===== src/rtl/alu_pkg.sv =====
package alu_pkg;

    typedef enum logic [1:0] {
        CLS_MEM = 2'b00,
        CLS_BR  = 2'b01,
        CLS_REG = 2'b10,
        CLS_JMP = 2'b11
    } op_class_e;

    typedef enum logic [4:0] {
        OP_ADD  = 5'b00000,
        OP_SUB  = 5'b00001,
        OP_OR   = 5'b00010,
        OP_AND  = 5'b00011,
        OP_SLT  = 5'b00100,
        OP_BEQ  = 5'b00101,
        OP_BNE  = 5'b00110,
        OP_BLT  = 5'b00111,
        OP_BGE  = 5'b01000,
        OP_BLTU = 5'b01001,
        OP_BGEU = 5'b01010,
        OP_JAL  = 5'b01011,
        OP_XOR  = 5'b01100,
        OP_SLL  = 5'b01101,
        OP_SLTU = 5'b01110,
        OP_SRA  = 5'b01111,
        OP_SRL  = 5'b10000
    } alu_op_e;

    localparam logic [6:0] F7_ALT = 7'b0100000;

    typedef struct packed {
        logic eq;
        logic lt_s;
        logic lt_u;
    } cmp_flags_t;

    function automatic logic op_is_branch(alu_op_e op);
        return (op == OP_BEQ) || (op == OP_BNE) || (op == OP_BLT) ||
               (op == OP_BGE) || (op == OP_BLTU) || (op == OP_BGEU);
    endfunction

endpackage


===== src/rtl/alu_op_decoder.sv =====
module alu_op_decoder
    import alu_pkg::*;
(
    input  logic [1:0] op_class,
    input  logic [2:0] funct3,
    input  logic [6:0] funct7,
    output alu_op_e    op
);

    logic alt;
    assign alt = (funct7 == F7_ALT);

    always_comb begin
        op = OP_ADD;
        case (op_class_e'(op_class))
            CLS_MEM: op = OP_ADD;
            CLS_JMP: op = OP_JAL;
            CLS_BR: begin
                case (funct3)
                    3'b000:  op = OP_BEQ;
                    3'b001:  op = OP_BNE;
                    3'b100:  op = OP_BLT;
                    3'b101:  op = OP_BGE;
                    3'b110:  op = OP_BLTU;
                    3'b111:  op = OP_BGEU;
                    default: op = OP_ADD;
                endcase
            end
            CLS_REG: begin
                case (funct3)
                    3'b000:  op = alt ? OP_SUB : OP_ADD;
                    3'b001:  op = OP_SLL;
                    3'b010:  op = OP_SLT;
                    3'b011:  op = OP_SLTU;
                    3'b100:  op = OP_XOR;
                    3'b101:  op = alt ? OP_SRA : OP_SRL;
                    3'b110:  op = OP_OR;
                    default: op = OP_AND;
                endcase
            end
            default: op = OP_ADD;
        endcase
    end

    always_comb begin

        br_class_range_chk: assert (op_class != 2'b01 || op_is_branch(op) || op == OP_ADD)
            else $error("branch class produced a non-branch code");
    end

endmodule


===== src/rtl/alu_shifter.sv =====
module alu_shifter #(
    parameter int WIDTH = 32
) (
    input  logic [WIDTH-1:0]         a,
    input  logic [$clog2(WIDTH)-1:0] shamt,
    input  logic                     left,
    input  logic                     arith,
    output logic [WIDTH-1:0]         y
);

    localparam int SHW = $clog2(WIDTH);

    logic             fill;
    logic [WIDTH-1:0] src;
    logic [WIDTH-1:0] stg [0:SHW];

    assign fill = arith & ~left & a[WIDTH-1];

    for (genvar i = 0; i < WIDTH; i++) begin : g_rev
        assign src[i] = left ? a[WIDTH-1-i] : a[i];
        assign y[i]   = left ? stg[SHW][WIDTH-1-i] : stg[SHW][i];
    end

    assign stg[0] = src;

    for (genvar s = 0; s < SHW; s++) begin : g_stage
        localparam int STEP = 1 << s;
        assign stg[s+1] = shamt[s] ? {{STEP{fill}}, stg[s][WIDTH-1:STEP]} : stg[s];
    end

    always_comb begin
        if (shamt == '0) begin

            no_shift_pass_chk: assert (y == a)
                else $error("zero shift altered the operand");
        end
    end

endmodule


===== src/rtl/alu_compare.sv =====
module alu_compare
    import alu_pkg::*;
#(
    parameter int WIDTH = 32
) (
    input  logic [WIDTH-1:0] a,
    input  logic [WIDTH-1:0] b,
    output cmp_flags_t       flags
);

    logic lt_u;
    assign lt_u = (a < b);

    always_comb begin
        flags.eq   = (a == b);
        flags.lt_u = lt_u;
        flags.lt_s = (a[WIDTH-1] != b[WIDTH-1]) ? a[WIDTH-1] : lt_u;
    end

    always_comb begin

        ltu_excl_eq_chk: assert (!(flags.lt_u && flags.eq))
            else $error("unsigned less and equal both set");

        neg_below_pos_chk: assert (!(a[WIDTH-1] && !b[WIDTH-1]) || flags.lt_s)
            else $error("negative operand not below positive one");
    end

endmodule


===== src/rtl/exec_alu.sv =====
module exec_alu
    import alu_pkg::*;
#(
    parameter int WIDTH = 32
) (
    input  logic [1:0]       op_class,
    input  logic [2:0]       funct3,
    input  logic [6:0]       funct7,
    input  logic [WIDTH-1:0] opnd_a,
    input  logic [WIDTH-1:0] opnd_b,
    output logic [4:0]       op_code,
    output logic [WIDTH-1:0] result,
    output logic             zero
);

    localparam int SHW = $clog2(WIDTH);

    alu_op_e          op;
    cmp_flags_t       flags;
    logic [WIDTH-1:0] shift_out;
    logic [WIDTH-1:0] sum;
    logic             do_sub;

    alu_op_decoder u_dec (
        .op_class (op_class),
        .funct3   (funct3),
        .funct7   (funct7),
        .op       (op)
    );

    alu_compare #(.WIDTH(WIDTH)) u_cmp (
        .a     (opnd_a),
        .b     (opnd_b),
        .flags (flags)
    );

    alu_shifter #(.WIDTH(WIDTH)) u_shf (
        .a     (opnd_a),
        .shamt (opnd_b[SHW-1:0]),
        .left  (op == OP_SLL),
        .arith (op == OP_SRA),
        .y     (shift_out)
    );

    assign do_sub = (op == OP_SUB);
    assign sum    = opnd_a + (do_sub ? ~opnd_b : opnd_b) + WIDTH'(do_sub);

    function automatic logic [WIDTH-1:0] bit0(input logic v);
        return {{(WIDTH-1){1'b0}}, v};
    endfunction

    always_comb begin
        case (op)
            OP_ADD, OP_SUB:          result = sum;
            OP_OR:                   result = opnd_a | opnd_b;
            OP_AND:                  result = opnd_a & opnd_b;
            OP_XOR:                  result = opnd_a ^ opnd_b;
            OP_SLT, OP_BLT:          result = bit0(flags.lt_s);
            OP_BGE:                  result = bit0(~flags.lt_s);
            OP_SLTU, OP_BLTU:        result = bit0(flags.lt_u);
            OP_BGEU:                 result = bit0(~flags.lt_u);
            OP_BEQ:                  result = bit0(flags.eq);
            OP_BNE:                  result = bit0(~flags.eq);
            OP_JAL:                  result = bit0(1'b1);
            OP_SLL, OP_SRL, OP_SRA:  result = shift_out;
            default:                 result = '0;
        endcase
    end

    assign zero    = ~|result;
    assign op_code = op;

    always_comb begin
        if (op_is_branch(op)) begin

            branch_bit0_chk: assert (result[WIDTH-1:1] == '0)
                else $error("branch compare set upper result bits");
        end
        if (op == OP_SUB && opnd_a == opnd_b) begin

            sub_equal_zero_chk: assert (zero)
                else $error("equal operands subtracted without zero flag");
        end
    end

endmodule


===== config.mk =====
export PLATFORM = sky130hd
export DESIGN_NAME = exec_alu
export DESIGN_NICKNAME = d
export VERILOG_FILES = /design/src/rtl/alu_pkg.sv /design/src/rtl/alu_op_decoder.sv /design/src/rtl/alu_shifter.sv /design/src/rtl/alu_compare.sv /design/src/rtl/exec_alu.sv
export SDC_FILE = /design/constraint.sdc
export NUM_CORES = 1
export LEC_CHECK = 0
export BUFFER_PORTS_ARGS = -buffer_cell sky130_fd_sc_hd__buf_2
export CAP_MARGIN = 20
export CORE_ASPECT_RATIO = 2
export CORE_MARGIN = 3
export CORE_UTILIZATION = 44
export DETAILED_ROUTE_END_ITERATION = 6
export GPL_ROUTABILITY_DRIVEN = 0
export SLEW_MARGIN = 20
export SYNTH_ARGS = -nofsm -noshare
export SYNTH_HDL_FRONTEND = slang
export SYNTH_HIERARCHICAL = 1
export SYNTH_SLANG_ARGS = --single-unit

===== constraint.sdc =====
create_clock -name vclk -period 8.52
set_input_delay 0.852 -clock vclk [all_inputs]
set_output_delay 0.852 -clock vclk [all_outputs]
set_load 0.005 [all_outputs]

# Word level (Yosys, flattened, before mapping)
# Cells that the tools add are included.
# classes
n_addsub	2
bitwise	10
eq_ne	29
muxes	77
n_reduce_logical	9
order_cmp	1
# op_table
cell	n
one-hot mux 32 bit (12 select lines)	1
two-way mux 32 bit	6
two-way mux 1 bit	66
equality test 5 x 4 -> 1 bit, second input constant	8
one-hot mux 5 bit (7 select lines)	1
adder 32 x 1 -> 32 bit	1
adder 32 bit	1
AND 32 bit	1
equality test 32 bit	1
less-than comparator 32 bit	1
NOT 32 bit	1
OR 32 bit	1
OR reduction 32 bit	1
bitwise XOR 32 bit	1
one-hot mux 4 bit (6 select lines)	1
equality test 5 x 3 -> 1 bit, second input constant	4
one-hot mux 5 bit (4 select lines)	1
equality test 3 bit, second input constant	4
equality test 5 x 2 -> 1 bit, second input constant	2
equality test 7 x 6 -> 1 bit, second input constant	1
equality test 3 x 2 -> 1 bit, second input constant	2
OR reduction 2 bit	3
equality test 5 x 1 -> 1 bit, second input constant	1
equality test 5 bit, second input constant	1
other kinds (12)	17
# word_totals
in_bits	76
word_cells	128
out_inout_bits	38
reg_bits	0

# Logic depth before layout (Yosys ltp)
# Gate-level depths: netlist of the first run.
# logic_depth
ltp_word	17
ltp_mapped	24

# By module
# Netlist of the first run, hierarchy kept.
# modules_own_cells
module	instances	seq_area_each_um2	area_per_inst_um2	cells_per_inst
exec_alu	1	0.0	4399.2	645
alu_shifter	1	0.0	3385.7	440
alu_compare	1	0.0	850.8	121
alu_op_decoder	1	0.0	246.5	37

# Worst setup path after synthesis of the first run
# No wires, ideal clock.
# synth_path
path_type	input port to output port
from	in funct3[0]
to	out zero
required_time_ps	7668
stages	23
arrival_time_ps	5881
path_slack_ps	1787
n_path_buf	5
cell_sequence	buf_4 -> nor2b_1 -> nand4b_1 -> o221ai_1 -> clkbuf_1 -> nand4b_1 -> nor2_1 -> buf_2 -> buf_2 -> buf_2 -> mux4_2 -> o22a_1 -> o2111ai_1 -> o2bb2ai_1 -> a22o_1 -> a32oi_1 -> o211a_1 -> o221ai_1 -> or4b_2 -> nor4_1 -> nand4b_1 -> nor4_1 -> and3_1
# synth_between
elab_chain_len	16
elab_cells_between_ends	110
classes_between	2 x add/sub; 23 x eq/ne; 74 x mux; 3 x bitwise; 8 x reduce/logical
# synth_lines
item	line	text
start, declared	exec_alu.sv:7	input logic [2:0] funct3,
equality test 3 bit (tied with other cells)	alu_op_decoder.sv:19, alu_op_decoder.sv:30	
one-hot mux 5 bit (7 select lines) / one-hot mux 4 bit (6 select lines) (equally long branches)	alu_op_decoder.sv:30, alu_op_decoder.sv:19	
one-hot mux 5 bit (4 select lines) (*)	alu_op_decoder.sv:15	case (op_class_e'(op_class))
net op_code[2]	exec_alu.sv:11	output logic [4:0] op_code,
equality test 5 x 4 -> 1 bit	exec_alu.sv:40	.left (op == OP_SLL),
NOT 1 bit	alu_shifter.sv:17	assign fill = arith & ~left & a[WIDTH-1];
AND 1 bit (2 in series)	alu_shifter.sv:17	
two-way mux 32 bit (5 in series)	alu_shifter.sv:28	assign stg[s+1] = shamt[s] ? {{STEP{fill}}, stg[s][WIDTH-1:STEP]} : stg[s];
two-way mux 1 bit (*)	alu_shifter.sv:21	assign y[i] = left ? stg[SHW][WIDTH-1-i] : stg[SHW][i];
net shift_out[0]	exec_alu.sv:20	logic [WIDTH-1:0] shift_out;
one-hot mux 32 bit (12 select lines) (*)	exec_alu.sv:53	case (op)
net result[0]	exec_alu.sv:12	output logic [WIDTH-1:0] result,
OR reduction 32 bit (*)	exec_alu.sv:70	assign zero = ~|result;
logical NOT 1 bit (*)	exec_alu.sv:70	
end, declared	exec_alu.sv:13	output logic zero
# Mark *: on every way through the listed nets, which the timed path passes. The rest lies on a longest branch.

# Worst setup path in the final report of the first run
# layout_path
from	in funct7[0]
to	out zero
# layout_between
elab_chain_len	17
elab_cells_between_ends	104
classes_between	2 x add/sub; 17 x eq/ne; 75 x mux; 3 x bitwise; 7 x reduce/logical
# layout_lines
item	line	text
start, declared	exec_alu.sv:8	input logic [6:0] funct7,
equality test 7 x 6 -> 1 bit (*)	alu_op_decoder.sv:11	assign alt = (funct7 == F7_ALT);
two-way mux 5 bit / two-way mux 1 bit (equally long branches)	alu_op_decoder.sv:36, alu_op_decoder.sv:31	
one-hot mux 5 bit (7 select lines) (*)	alu_op_decoder.sv:30	case (funct3)
one-hot mux 5 bit (4 select lines) (*)	alu_op_decoder.sv:15	
parallel branches: the longest is 10 deep, another holds adder 32 bit	n/a	
one-hot mux 32 bit (12 select lines) (*)	exec_alu.sv:53	
OR reduction 32 bit (*)	exec_alu.sv:70	
logical NOT 1 bit (*)	exec_alu.sv:70	
# Every way passes the cells marked *.

==> flow_summary.json, run 1 <==
{
  "crit_required_ns": 7.67,
  "diodes": 0,
  "synth_area_leaders": "ha_1 18%, mux2i_1 7.7%, mux4_2 5.8%",
  "vias_per_cell": 6.71,
  "slowest_stage": "o41ai_1",
  "relSlewSlack_pct": 25.4,
  "start_kind": "input port",
  "place_area_sq_mm": 0.00958,
  "dr_total_vias": 10433,
  "holdCritPathClass": "input port to output pin",
  "wl_met1_microns": 12700,
  "num_io_pins": 114,
  "overflow": 0,
  "start_util_pct": 45.4,
  "numSequentialCells": 0,
  "drtIter0Drc": 963,
  "seq_area_sq_um": 0,
  "power_mw": 0.802,
  "grt_pass1_vias": 10210,
  "p_leak_nw": 4.47,
  "crit_buf_inv": 4,
  "max-vdd-ir-drop_mv": 0.0415,
  "syn_nets": 1450,
  "wl_met2_microns": 20000,
  "drc_errors": 4,
  "cp.arrival_ns": 6.87,
  "post_cts_buffers": 0,
  "synth_warnings": 6,
  "portBuffers": 114,
  "drive_gt1_share_pct": 16.8,
  "crit_chain": "buf_2 -> nor3_1 -> nand4_1 -> a21oi_1 -> buf_4 -> or4b_4 -> nor2_4 -> xnor2_1 -> inv_1 -> fa_1 -> nor2b_1 -> o31ai_1 -> a211oi_1 -> nor3_1 -> o41ai_1 -> xnor2_1 -> o21ai_0 -> or3_1 -> nor4_1 -> and3_1 -> buf_2",
  "fin_nets": 1505,
  "cts_resized": 0,
  "outcome": "complete, but fails checks",
  "final_cell_area_sq_mm": 0.00958,
  "worstPathMaxFanout": 16,
  "final_cell_mix": "130 x ha_1, 122 x inv_1, 113 x buf_2, 103 x nand2_1, 85 x a21oi_1",
  "synth_fa_ha_area_share_pct": 18.5,
  "routedWlPerCell_microns": 26.3,
  "yosysTopAreaCell": "ha_1",
  "max_stage_delay_ns": 0.73,
  "dr_wl_met3_microns": 3510,
  "synth_top_family_by_area": "compound AO/OA/AOI/OAI gates",
  "end_kind": "output pin",
  "grt_pass1_wl_microns": 60300,
  "critical_path_class": "input port to output pin",
  "fp.dieH_microns": 207,
  "fmax_ghz": 0.130,
  "maxUsedRoutingLayer": "met5",
  "synth_simple_gate_area_share_pct": 19.2,
  "clkbuf_count": 0,
  "finalMaxSlewViolations": 0,
  "hold_viol": 0,
  "firstDrtPassIters": 7,
  "maxCapViolCount": 0,
  "crit_family": "simple AND/OR/NAND/NOR gates",
  "synth_xor_area_share_pct": 5.52,
  "worstMarginPinSlew_ns": 1.11,
  "antenna_found_initial": 1,
  "period_minus_slack_ns": 7.72,
  "final-instance-count-excl-fill": 1555,
  "synthDistinctLibCells": 90,
  "violations": "DRC",
  "final_util_pct": 49.0,
  "core_area_sq_mm": 0.0195,
  "ant_nets": 0,
  "ys_seq_area_share_pct": 0,
  "muxShareOfSynthArea_pct": 17.9,
  "hpwl_microns": 31400,
  "fin_tns_setup_ns": 0,
  "p_per_area_mw_per_mm2": 83.7,
  "synth_top_area_share_pct": 18.3,
  "timing.final.crit_share_pct": 90.6,
  "syn_to_final_growth_pct": 7.80,
  "rows": 72,
  "grt_max_degree": 72,
  "syn_area_sq_mm": 0.00888,
  "final_common_cell": "ha_1",
  "finalSetupViolCount": 0,
  "die_area_sq_mm": 0.0220,
  "synth_compound_area_share_pct": 29.4,
  "rsz0062_at_grt": "false",
  "syn-instance-count": 1243,
  "die_w_microns": 106,
  "grt_usage_pct": 36.0,
  "cts_hold_buffers": 0,
  "dp_cells": 1555,
  "routed_wl_microns": 40900,
  "synth.avg_cell_area_sq_um": 7.15
}
-- final timing paths --
check	from	to	slack (ns)	cells past startpoint
hold / removal	opnd_b[16]	result[16]	2.23	5
setup / recovery	funct7[0]	zero	0.80	21
-- power breakdown --
group / internal (mW) / switching [mW] / total [mW] / leakage (nW)
logic: 0.297 / 0.505 / 0.802 / 4.47
registers: 0 / 0 / 0 / 0
clock network: 0 / 0 / 0 / 0
total: 0.297 / 0.505 / 0.802 / 4.47
-- layout make-up --
type	count	area [sq um]
fillers	2106	9970
inverters	123	462
multi-input cells	1040	8070
well taps	259	324
repair buffers	133	716
-- kinds of logic after synthesis --
group,Yosys count
adder cells (fa/ha/maj),131
AND/OR/NAND/NOR,339
buffers and inverters,203
AO/OA/AOI/OAI,388
XOR/XNOR,56
multiplexers,126
-- cells in the mapped netlist (all sizes together), types with 23 or more instances --
cell,instances
mux2i,68
nand2,103
mux2,35
mux4,23
o21ai,88
ha,130
a22oi,24
a21oi,85
nand2b,24
inv,123
nor2,78
buf,30
nor3,30
xnor2,43
clkbuf,50
-- per-layer routing --
layer / track usage [%] / vias up
met3: 7.19 / 239
met2: 64.2 / 596
met4: 30.8 / 2
met5: 0 / -
li1: - / 4708
met1: 35.2 / 4888
-- stage by stage --
stage	setup WS [ns]	hold slack, ns
global route	0.600	2.28
CTS	0.908	2.24
floorplan	1.79	1.89
global placement	0.943	2.22
detailed placement	0.905	2.24
finish	0.800	2.23
(Power assumes the default switching activity.)
==> run 2, diff against run 1 <==
--- a/config.mk
+++ b/config.mk
@@ -5,6 +5,8 @@
 export SDC_FILE = /design/constraint.sdc
 export NUM_CORES = 1
 export LEC_CHECK = 0
+export ABC_AREA = 1
+export ABC_CLOCK_PERIOD_IN_PS = 8520
 export BUFFER_PORTS_ARGS = -buffer_cell sky130_fd_sc_hd__buf_2
 export CAP_MARGIN = 20
 export CORE_ASPECT_RATIO = 2
==> run 2 against run 1 <==
Compared with the run above:
- the run now ends clean
- cell count rose by 22%
- routed wire length is 11% lower
- cell area is 4.6% lower
- critical endpoint unchanged
- area after synthesis shrank 3.4%
- critical path depth rose by 10
- clock-buffer cell count unchanged
- non-clock buffer count fell by 14
- sequential share of layout area stayed put
- power shrank 11%
- via count rose by 4.7%
==> flow_summary.json, run 2 <==
{
  "firstDrtPassIters": 6,
  "drive_gt1_share_pct": 11.2,
  "synth_area_leaders": "nand2_1 21%, nand3_1 19%, ha_1 19%",
  "synth.avg_cell_area_sq_um": 5.42,
  "diodes": 0,
  "synth_top_area_share_pct": 20.6,
  "syn_nets": 1791,
  "outcome": "complete, no violations",
  "start_util_pct": 45.1,
  "syn-instance-count": 1584,
  "cts_hold_buffers": 0,
  "timing.final.crit_share_pct": 74.7,
  "die_area_sq_mm": 0.0213,
  "final_cell_mix": "471 x nand2_1, 332 x nand3_1, 189 x inv_1, 130 x ha_1, 114 x buf_2",
  "fp.dieH_microns": 204,
  "antenna_found_initial": 0,
  "routed_wl_microns": 36300,
  "seq_area_sq_um": 0,
  "syn_to_final_growth_pct": 6.41,
  "rows": 71,
  "p_leak_nw": 5.32,
  "fin_tns_setup_ns": 0,
  "routedWlPerCell_microns": 19.2,
  "fmax_ghz": 0.157,
  "finalSetupViolCount": 0,
  "synth.most_common_cell": "nand2_1",
  "yosysTopAreaCell": "nand2_1",
  "hold-path-cell-count": 4,
  "crit_required_ns": 7.67,
  "grt_pass1_wl_microns": 55500,
  "end_kind": "output pin",
  "min_to": "op_code[3]",
  "grt_usage_pct": 32.7,
  "critical_path_class": "input port to output pin",
  "relSlewSlack_pct": 32.9,
  "slowest_stage": "nor3_1",
  "synthDistinctLibCells": 48,
  "vias_per_cell": 5.77,
  "rsz0062_at_grt": "false",
  "holdCritPathClass": "input port to output pin",
  "max_stage_delay_ns": 0.46,
  "grt_max_degree": 65,
  "multi_input_area_sq_mm": 0.00744,
  "max-vdd-ir-drop_mv": 0.0423,
  "numSequentialCells": 0,
  "fin_nets": 1847,
  "p_per_area_mw_per_mm2": 78.3,
  "cp.arrival_ns": 5.51,
  "hold_viol": 0,
  "drc_errors": 0,
  "post_cts_buffers": 0,
  "power_mw": 0.715,
  "crit_top_cell": "nand2_1",
  "portBuffers": 114,
  "worstMarginPinSlew_ns": 1.01,
  "die_w_microns": 105,
  "num_io_pins": 114,
  "dr_total_vias": 10920,
  "period_minus_slack_ns": 6.36,
  "synthTopCellsByCount": "471 x nand2_1, 332 x nand3_1, 189 x inv_1",
  "syn_area_sq_mm": 0.00858,
  "overflow": 0,
  "finalMaxSlewViolations": 0,
  "ys_seq_area_share_pct": 0,
  "cts_resized": 0,
  "drtIter0Drc": 757,
  "grt_pass1_vias": 10394,
  "maxCapViolCount": 0,
  "core_area_sq_mm": 0.0190,
  "final_common_cell": "nand2_1",
  "clkbuf_count": 0,
  "start_kind": "input port",
  "worstPathMaxFanout": 34,
  "fillers": 2254,
  "synth_warnings": 6,
  "hold_start": "op_class[1]",
  "hpwl_microns": 30500,
  "ant_nets": 0
}
==> run 2: changes by cell type after synthesis, sizes merged, moves of 28 or more <==
cell,before,now
inv,123,201
o21ai,88,60
clkbuf,50,12
a21oi,85,52
mux2,35,0
nand2,103,486
nand3,16,359
mux2i,68,0
xnor2,43,2
==> run 2: report_power, final <==
group	switching (mW)	internal, mW	total [mW]
registers	0	0	0
clock network	0	0	0
logic	0.483	0.232	0.715
==> run 2: final cells by class <==
class | count | area share, %
timing repair buffer | 119 | 6.80
inverter | 201 | 8.26
multi-input combinational | 1318 | 81.4
tap | 255 | 3.49
==> run 2: critical path: cells and delay by family <==
family                 cells  cell delay (ns)
buffers and inverters      6             1.01
and+or+nand+nor           23             3.21
AOI/OAI and AO/OA          2             0.41
==> run 2: routing by layer <==
metal  vias to the layer above  wire (microns)  share of wire, %  track usage (%)
li1                       5375               -                 -                -
met1                      4917           13000                36             34.6
met2                       467           17300                48             57.3
met3                       161            2000               5.5             2.53
met4                         0            4060                11             28.7
met5                         -               0                 0                0
==> run 2: worst max-delay path by stage <==
stage | slack, ns | cells past startpoint | end | from
after floorplan | 3.74 | 24 | zero | op_class[1]
after global placement | 1.80 | 30 | zero | funct3[1]
after detailed placement | 1.79 | 25 | zero | funct3[2]
after CTS | 1.78 | 25 | zero | funct3[2]
after global routing | 1.74 | 31 | zero | funct3[1]
final | 2.16 | 31 | zero | funct3[1]
==> run 2: cell families after synthesis <==
group / synth area share (%)
fa+ha+maj: 19.2
buf+inv: 13.4
xor+xnor: 3.37
simple gates: 52.8
compound gates: 11.3
==> run 2: per-stage QoR <==
stage	cell area (sq um)	setup slack (ns)	util, %	hold WS (ns)	cells
after floorplan	8580	3.74	-	1.85	1584
final	9130	2.16	48.0	2.15	1893
after detailed placement	9110	1.79	47.9	2.16	1892
after CTS	9110	1.78	47.9	2.16	1892
after global placement	9110	1.80	47.9	2.15	1892
after global routing	9130	1.74	48.0	2.20	1893
==> run 3, diff against run 2 <==
--- a/config.mk
+++ b/config.mk
@@ -5,8 +5,8 @@
 export SDC_FILE = /design/constraint.sdc
 export NUM_CORES = 1
 export LEC_CHECK = 0
-export ABC_AREA = 1
-export ABC_CLOCK_PERIOD_IN_PS = 8520
+export ABC_AREA = 0
+export ABC_CLOCK_PERIOD_IN_PS = 6350
 export BUFFER_PORTS_ARGS = -buffer_cell sky130_fd_sc_hd__buf_2
 export CAP_MARGIN = 20
 export CORE_ASPECT_RATIO = 2
==> constraint.sdc (replaced) <==
create_clock -name vclk -period 6.35
set_input_delay 0.635 -clock vclk [all_inputs]
set_output_delay 0.635 -clock vclk [all_outputs]
set_load 0.005 [all_outputs]
==> run 3 against run 2 <==
Compared with the run above:
- the run now ends with DRC left
- worst hold slack got worse by 0.33 ns
- non-clock buffer count up 133
- sequential share of layout area is the same
- critical path depth is 9 lower
- global-route usage up 6.9 points
- die area increased by 3.3%
- cell area rose by 17%
- core utilization up 6.6 points
- routed wire length up 24%
- clock-buffer cell count unchanged
- cell count is 11% lower
==> flow_summary.json, run 3 (synthesized netlist as in run 1, its figures left out) <==
{
  "outcome": "complete, but fails checks",
  "violations": "DRC",
  "end_kind": "output pin",
  "start_kind": "input port",
  "grt_usage_pct": 39.5,
  "core_area_sq_mm": 0.0195,
  "fp.dieH_microns": 207,
  "max_stage_delay_ns": 0.63,
  "holdCritPathClass": "input port to output pin",
  "drive_gt1_share_pct": 25.1,
  "numSequentialCells": 0,
  "syn_to_final_growth_pct": 20.3,
  "maxCapViolCount": 0,
  "fin_nets": 1624,
  "hold-path-cell-count": 5,
  "start_util_pct": 45.4,
  "fin_tns_setup_ns": 0,
  "num_io_pins": 114,
  "die_w_microns": 106,
  "crit_buf_inv": 4,
  "relSlewSlack_pct": 27.6,
  "antenna_found_initial": 5,
  "hpwl_microns": 34200,
  "routed_wl_microns": 45100,
  "grt_pass1_vias": 10917,
  "slowest_stage": "or4b_4",
  "routedWlPerCell_microns": 26.9,
  "finalMaxSlewViolations": 0,
  "critical_path_class": "input port to output pin",
  "die_area_sq_mm": 0.0220,
  "portBuffers": 114,
  "crit_required_ns": 5.71,
  "fmax_ghz": 0.162,
  "dr_total_vias": 11286,
  "drc_errors": 1,
  "period_minus_slack_ns": 6.19,
  "worstPathMaxFanout": 12,
  "ant_nets": 0,
  "grt_pass1_wl_microns": 65900,
  "final_common_cell": "buf_4",
  "worstMarginPinSlew_ns": 1.08,
  "hold_viol": 0,
  "crit_family": "simple AND/OR/NAND/NOR gates",
  "vias_per_cell": 6.73,
  "firstDrtPassIters": 7,
  "final_cell_mix": "131 x buf_4, 130 x ha_1, 122 x inv_1, 113 x buf_2, 103 x nand2_1",
  "cp.arrival_ns": 5.55,
  "rows": 72,
  "hold_start": "opnd_b[23]",
  "clkbuf_count": 0,
  "crit_chain": "buf_2 -> nor4b_4 -> a41oi_2 -> a22oi_2 -> nand4b_1 -> nor2_4 -> buf_12 -> buf_4 -> mux4_2 -> o22a_1 -> o2111ai_1 -> o2bb2ai_2 -> a22o_1 -> a32oi_1 -> o211a_1 -> o221ai_2 -> or4b_4 -> nor4_4 -> nand4b_1 -> nor4_1 -> and3_1 -> buf_2",
  "overflow": 0,
  "timing.final.crit_share_pct": 97.5,
  "seq_area_sq_um": 0,
  "grt_max_degree": 52,
  "drtIter0Drc": 912,
  "min_to": "result[23]",
  "finalSetupViolCount": 0
}
[run 3: worst max path at each step]
| stage | from | to | slack [ns] | cells past startpoint |
|---|---|---|---|---|
| floorplan | funct3[0] | zero | 0.05 | 23 |
| global placement | funct3[2] | zero | 0.01 | 22 |
| detailed placement | funct7[1] | zero | -0.03 | 20 |
| CTS | funct7[1] | zero | 0.02 | 22 |
| global route | funct7[3] | zero | -0.02 | 22 |
| finish | funct7[3] | zero | 0.16 | 22 |
[run 3: worst min-delay path, cell delays in order]
cell and delay [ns]:
buf_2 0.10, ha_1 0.13, a221oi_1 0.07, o21ai_1 0.11, buf_2 0.13
[run 3: cell type report]
type / instances / area, sq um
timing repair buffer: 252 / 1700
multi-input combinational: 1040 / 8200
inverter: 123 / 464
tap: 259 / 324
antenna: 2 / 5.00
fill: 2017 / 8860
[run 3: per-stage QoR]
stage | std cells | hold slack, ns | area, sq um | utilization (%) | setup slack, ns
2_1_floorplan | 1243 | 1.46 | 8880 | - | 0.0515
3_3_place_gp | 1667 | 1.82 | 10500 | 53.6 | 0.0102
3_5_place_dp | 1667 | 1.81 | 10500 | 53.6 | -0.0315
4_1_cts | 1667 | 1.81 | 10500 | 53.7 | 0.0173
5_1_grt | 1675 | 1.89 | 10700 | 54.7 | -0.0219
6_report | 1676 | 1.82 | 10700 | 54.7 | 0.161
[run 3: routing by layer]
metal / wire, microns / vias up / global-route usage [%] / share of wire [%]
li1: - / 4962 / - / -
met4: 5510 / 6 / 35.5 / 12
met5: 34 / - / 0 / 0.075
met3: 4600 / 334 / 11.7 / 10
met2: 21100 / 737 / 67.9 / 47
met1: 13900 / 5247 / 37.7 / 31
[run 3: what timing repair did]
| action | 4_1_cts | 5_1_grt |
|---|---|---|
| hold buffers | 0 | 0 |
| cloned | 0 | 1 |
| hold endpoints to repair | 0 | 0 |
| gates resized for setup | 3 | 25 |
| pin swaps | 0 | 7 |
| buffers inserted | 0 | 6 |
| endpoints found under the setup margin | 1 | 1 |
